## src/rtl/ifu_pkg.sv

```systemverilog
package ifu_pkg;
  localparam int unsigned XLEN      = 32;
  localparam int unsigned IMM_W     = 16;
  localparam int unsigned WORD_SHFT = 2;

  typedef logic [XLEN-1:0] addr_t;

  typedef enum logic {
    NPC_SEQ    = 1'b0,
    NPC_BRANCH = 1'b1
  } npc_src_e;
endpackage

```

## src/rtl/ifu_next_pc.sv

```systemverilog
module ifu_next_pc
  import ifu_pkg::*;
#(
  parameter int unsigned AW = XLEN,
  parameter int unsigned IW = IMM_W
) (
  input  logic [AW-1:0] pc_cur,
  input  logic          br_sel,
  input  logic          br_eq,
  input  logic [IW-1:0] br_imm,
  output logic [AW-1:0] pc_nxt
);
  localparam int unsigned EXT_W = AW - IW - WORD_SHFT;

  npc_src_e      src;
  logic [AW-1:0] seq_addr;
  logic [AW-1:0] br_offs;
  logic [AW-1:0] br_addr;

  // Branch offset: sign-extend and scale by word size
  generate
    if (EXT_W > 0) begin : g_ext
      assign br_offs = {{EXT_W{br_imm[IW-1]}}, br_imm, {WORD_SHFT{1'b0}}};
    end else begin : g_trunc
      logic [IW+WORD_SHFT-1:0] wide;
      assign wide    = {br_imm, {WORD_SHFT{1'b0}}};
      assign br_offs = wide[AW-1:0];
    end
  endgenerate

  assign seq_addr = pc_cur + AW'(4);
  assign br_addr  = seq_addr + br_offs;
  assign src      = (br_sel && br_eq) ? NPC_BRANCH : NPC_SEQ;

  always_comb begin
    unique case (src)
      NPC_BRANCH: pc_nxt = br_addr;
      default:    pc_nxt = seq_addr;
    endcase
  end
endmodule

```

## src/rtl/ifu_pc_reg.sv

```systemverilog
module ifu_pc_reg
  import ifu_pkg::*;
#(
  parameter int unsigned AW = XLEN
) (
  input  logic          clk,
  input  logic          rst,
  input  logic [AW-1:0] pc_nxt,
  output logic [AW-1:0] pc_q
);
  always_ff @(posedge clk) begin
    if (rst) pc_q <= '0;
    else     pc_q <= pc_nxt;
  end

  assert_reset_pc_R1: assert property (@(posedge clk) rst |=> (pc_q == '0));
endmodule

```

## src/rtl/ifu_imem.sv

```systemverilog
module ifu_imem #(
  parameter int unsigned DW    = 32,
  parameter int unsigned DEPTH = 64,
  localparam int unsigned IDX_W = $clog2(DEPTH)
) (
  input  logic             clk,
  input  logic             wr_en,
  input  logic [IDX_W-1:0] wr_addr,
  input  logic [DW-1:0]    wr_data,
  input  logic [IDX_W-1:0] rd_addr,
  output logic [DW-1:0]    rd_data
);
  logic [DW-1:0] mem [DEPTH];

  always_ff @(posedge clk) begin
    if (wr_en) mem[wr_addr] <= wr_data;
  end

  assign rd_data = mem[rd_addr];
endmodule

```

## src/rtl/ifu_fetch_unit.sv

```systemverilog
module ifu_fetch_unit
  import ifu_pkg::*;
#(
  parameter int unsigned AW    = XLEN,
  parameter int unsigned DW    = 32,
  parameter int unsigned IW    = IMM_W,
  parameter int unsigned DEPTH = 64,
  localparam int unsigned IDX_W = $clog2(DEPTH)
) (
  input  logic             clk,
  input  logic             rst,
  input  logic             br_sel,
  input  logic             br_eq,
  input  logic [IW-1:0]    br_imm,
  input  logic             wr_en,
  input  logic [IDX_W-1:0] wr_addr,
  input  logic [DW-1:0]    wr_data,
  output logic [AW-1:0]    pc_o,
  output logic [DW-1:0]    instr_o
);
  logic [AW-1:0] pc_nxt;

  ifu_next_pc #(.AW(AW), .IW(IW)) u_next (
    .pc_cur (pc_o),
    .br_sel (br_sel),
    .br_eq  (br_eq),
    .br_imm (br_imm),
    .pc_nxt (pc_nxt)
  );

  ifu_pc_reg #(.AW(AW)) u_pc (
    .clk    (clk),
    .rst    (rst),
    .pc_nxt (pc_nxt),
    .pc_q   (pc_o)
  );

  ifu_imem #(.DW(DW), .DEPTH(DEPTH)) u_imem (
    .clk     (clk),
    .wr_en   (wr_en),
    .wr_addr (wr_addr),
    .wr_data (wr_data),
    .rd_addr (pc_o[IDX_W+WORD_SHFT-1:WORD_SHFT]),
    .rd_data (instr_o)
  );

  assert_seq_R2: assert property (@(posedge clk) disable iff (rst)
    !br_sel |=> (pc_o == $past(pc_o) + AW'(4)));

  assert_taken_R3: assert property (@(posedge clk) disable iff (rst)
    (br_sel && br_eq) |=>
      (pc_o == $past(pc_o) + AW'(4) + (AW'($signed($past(br_imm))) << WORD_SHFT)));

  assert_fallthru_R4: assert property (@(posedge clk) disable iff (rst)
    (br_sel && !br_eq) |=> (pc_o == $past(pc_o) + AW'(4)));

  assert_selfloop_R6: assert property (@(posedge clk) disable iff (rst)
    (br_sel && br_eq && (br_imm == '1)) |=> $stable(pc_o));

  assert_align_R9: assert property (@(posedge clk) disable iff (rst)
    pc_o[1:0] == 2'b00);
endmodule

```

## config.mk

```make
export PLATFORM = sky130hd
export DESIGN_NAME = ifu_fetch_unit
export DESIGN_NICKNAME = d
export VERILOG_FILES = /design/src/rtl/ifu_pkg.sv /design/src/rtl/ifu_next_pc.sv /design/src/rtl/ifu_pc_reg.sv /design/src/rtl/ifu_imem.sv /design/src/rtl/ifu_fetch_unit.sv
export SDC_FILE = /design/constraint.sdc
export NUM_CORES = 2
export LEC_CHECK = 0
export BUFFER_PORTS_ARGS = -buffer_cell sky130_fd_sc_hd__buf_2
export CELL_PAD_IN_SITES_DETAIL_PLACEMENT = 0
export CELL_PAD_IN_SITES_GLOBAL_PLACEMENT = 1
export CORE_MARGIN = 2
export CORE_UTILIZATION = 35
export CTS_CLUSTER_SIZE = 40
export DETAILED_ROUTE_END_ITERATION = 7
export PLACE_DENSITY = 0.64
export SYNTH_ARGS = -nofsm -noshare
export SYNTH_HDL_FRONTEND = slang
export SYNTH_SLANG_ARGS = --single-unit
```

## constraint.sdc

```tcl
create_clock -name clk -period 7.39 [get_ports clk]
set_clock_uncertainty 0.05 [all_clocks]
set_input_delay 0.739 -clock clk [delete_from_list [all_inputs] [get_ports clk]]
set_output_delay 0.739 -clock clk [all_outputs]
set_load 0.05 [all_outputs]
```

==> key figures <==
GRT
  • First-pass GRT wire length: 310.1 mm
  • Met1 usage: between 20% and 30%
  • GR Overflow Total: 0
  • Largest net degree at the start of global routing: 133
  • Met2 track utilization from global routing: 30.64%
  • Most Used Layer, Global Route: met2
  • Initial antenna violation count: 27
  • Via count of the first global-routing pass: between 30,000 and 40,000
  • Global Route Usage Sum: 18.60%
  • Met3 Resource Use GR: 2.988%

Place
  • Post-detailed-placement half-perimeter wirelength: 121.8 mm
  • RD Place Congestion: about 0.8
  • Buffers added on ports: 120
  • Placed Cells: 6,621
  • Cell Area, Placed: 86,280 µm²

Worst setup path
  • Cell class contributing the biggest share of worst-path delay: multiplexers
  • CP max stage cell: dfxtp_4
  • Ordered cell list for the critical path: buf_4 -> buf_4 -> mux4_2 -> mux4_2 -> mux4_2 -> buf_2
  • Kind of end point of the critical path: output pin
  • Endpoint of the lowest-slack register-to-register path: u_pc.pc_q[29]
  • Highest cell delay on the worst timing path: 710 ps
  • Worst setup slack for register-to-register paths: between 2000 and 3000 ps
  • Worst setup SP type: flip-flop
  • Logic depth of the worst register-to-register path: 12
  • Setup Crit Path Kind: reg2out
  • Library cell appearing most often on the critical path: mux4_2
  • Worst path buffer plus inverter count: 3
  • Startpoint of the worst register-to-register path: u_pc.pc_q[2]
  • Required @ worst endpoint: roughly 6600 ps
  • Arrival time of the worst setup path: 4660 ps
  • Worst Path Max Fanout: 29

Cells and area
  • Number of fillers in the final layout: 20,180
  • Final Net Count: between 3,000 and 4,000
  • Synth-to-layout area growth: 13.60%
  • Area used by multi-input combinational logic: 18,820 µm²
  • Proportion of layout cells with a drive suffix above 1: 30.13%
  • Total area of sequential cells: 62,120 µm²
  • Non-filler instance count after layout: 6,998
  • Finished Cell Area: between 90,000 and 100,000 µm²

Synthesis
  • Largest area contributor in the netlist: edfxtp_1
  • Most frequent cell after synthesis: edfxtp_1
  • EDFF count, synth: 2,048
  • Cell types with the highest counts after synthesis: edfxtp_1 (2,048), mux4_2 (631), nor2_1 (107), clkbuf_1 (86), a21oi_1 (77)
  • Post-synthesis share of cell area spent on full adders, half adders and majority gates: 0.5778%
  • Post-synthesis sequential element count: 2,078
  • Xor/xnor share of the synthesized area: less than 1%
  • Compound-cell area share of the yosys netlist: 1.660%
  • Syn. warnings: 0
  • Share of synthesized area occupied by flip-flops and latches: 76.27%
  • Summed instance area of the synthesized netlist: 81,420 µm²
  • Top cell type's share of synthesized area: approximately 76%
  • Cell types with the largest area share after synthesis: edfxtp_1 (76%), mux4_2 (17%), dfxtp_1 (0.74%)
  • Distinct cell type count after synthesis: 58
  • Combinational family with the most area after synthesis: multiplexers
  • Async set or reset register ratio after synthesis: 0%
  • Mean post-synth cell area: 22.94 µm²
  • Multiplexer share of the synthesized area: between 15 and 20%
  • Dominant synthesized flop cell: edfxtp_1
  • Cell count after synthesis: 3,550
  • Post-synthesis share of cell area spent on and, or, nand and nor gates: 1.807%

Clock network
  • Clock Pin Slew Worst Setup and Hold Paths: 60 ps
  • CTS H-tree lvls: 4
  • Post-CTS Setup Bufs: 0
  • CTS tree: done
  • Clock Sinks: 2,078
  • # hold bufs at CTS: 0
  • Count of instances resized after the clock tree is built: 0
  • Total CTS buffers: 201
  • Buffer type at the clock tree root: clkbuf_16
  • Maximum root-to-sink buffer count: 3
  • Clock latency of the later-clocked register in the worst-skew pair: 850 ps

Route
  • Vias post-DR: between 30,000 and 40,000
  • Detailed-route wire length: roughly 220 mm
  • Detail Route Antenna Nets: 0
  • DRC errors left: 0
  • Total iterations of the first detailed-routing run: 6
  • DRC violation total after the first TritonRoute iteration: 5,195
  • Mean routed wirelength per cell: 31.66 µm
  • Via density: 5.581

Min path
  • Worst hold-check path type: in2reg
  • Worst hold stages: 4
  • Worst min-delay path endpoint: u_pc.pc_q[2]
  • Startpoint of the tightest hold check path: br_imm[0]

Power and ir drop
  • Internal Power: 0.01937 W
  • Static power due to leakage: 27.96 nW
  • Switch Pwr: a little over 0.006 W
  • Final total power: 0.02550 W
  • Sequential fraction of design power: 51.5%
  • Pwr/cell area: 275.7 nW/µm²
  • Highest ir drop seen on vdd: 0.0002723 V
  • Net switching fraction of the power: 24.05%
  • Fraction of power consumed by combinational cells: about 10%
  • Portion of total power attributed to the clock network: 38.2%

Die
  • Standard cell core area: roughly 230,000 µm²
  • Effective utilization at floorplan: a little over a third
  • Top Ports: around 120
  • Area of the die: 236,500 µm²
  • Floorplan row count: 177
  • Die X: 486.3 µm
  • Die span in y: 486.3 µm

Timing
  • RSZ-0062 raised after global routing: false
  • Worst slew pin tran: roughly 1200 ps
  • Tightest hold margin: about 320 ps
  • Total count of max-transition violations in the final report: 0
  • Setup-violating endpoint count in the final report: 0
  • Final hold viol count: 0
  • Max Freq: 183.6 MHz
  • Final min period: 5447 ps
  • Final cycle utilization of the critical path: between 70% and 80%
  • Headroom to the max-slew limit: 16.75%
  • Final-layout setup total negative slack: 0 ps

Status
  • Status: complete, no violations

Run
  • Reported max-cap violation count: 0
-- cell usage in the layout, fill, tap and decap left out, drive strengths merged, types with 46 or more instances in the layout --
cell and count:
a211oi 58, nor2b 46, edfxtp 2048, a21oi 77
nand2 51, clkbuf 258, buf 220, clkinv 100
mux4 631, nor2 107
-- through the flow --
step | util, % | setup WS, ps
after detailed placement | 37.21 | 2705
after CTS | 39.89 | 1783
after global placement | 37.21 | 2651
after global routing | 39.89 | 1648
final | 39.89 | 1943
after floorplan | - | 3166
-- worst register-to-register path, stage by stage (launching register included) --
cell and delay, ps:
dfxtp_4 710, buf_4 720, and4_1 470, nand4_1 150, xnor2_1 170, ha_1 460, nand3_1 140, nor3b_1 290
nand2_1 120, a21boi_0 550, a21oi_1 250, o211a_1 280, a221o_1 270
-- power groups by stage --
stage	Combinational, W	Sequential (W)	Clock, W
2_1_floorplan	0.00177	0.0134	0
3_3_place_gp	0.00265	0.0134	0
4_1_cts	0.00267	0.0131	0.00991
3_5_place_dp	0.00266	0.0134	0
5_1_grt	0.00278	0.0131	0.0104
6_report	0.00263	0.0131	0.00975
-- how the worst max path moves through the flow --
stage | start | end | cells after the start
finish | u_pc.pc_q[2] | instr_o[30] | 6
global route | u_pc.pc_q[2] | instr_o[30] | 6
CTS | u_pc.pc_q[2] | instr_o[1] | 6
detailed placement | u_pc.pc_q[7] | u_pc.pc_q[31] | 12
global placement | u_pc.pc_q[7] | u_pc.pc_q[31] | 12
floorplan | u_pc.pc_q[2] | u_pc.pc_q[31] | 16
-- routing by layer --
metal	vias up	routed length [µm]
li1	15640	-
met1	21560	92200
met2	1552	109400
met3	293	14770
met4	6	5103
met5	-	39
-- area by class of cell --
cell class                      instances  area share (%)
Clock inverter                        114          0.9956
Antenna cell                            5         0.01353
Inverter                               13         0.05276
Timing Repair Buffer                  220           1.596
Sequential cell                      2078           67.16
Clock buffer                          258           5.715
Tap cell                             3043           4.116
Multi-Input combinational cell       1267           20.35
-- registers in the layout, indices dropped and copies added (netlist names) --
name        count
u_imem.mem   2048
u_pc.pc_q      30
-- logic make-up after synthesis --
family,after synthesis
adders and majority gates,37
DFF,2078
muxes,673
AOI/OAI and AO/OA,208
xor gates and xnor gates,47
buffers and inverters,206
other,1
and+or+nand+nor,300
Power figures use the tool's default switching activity.
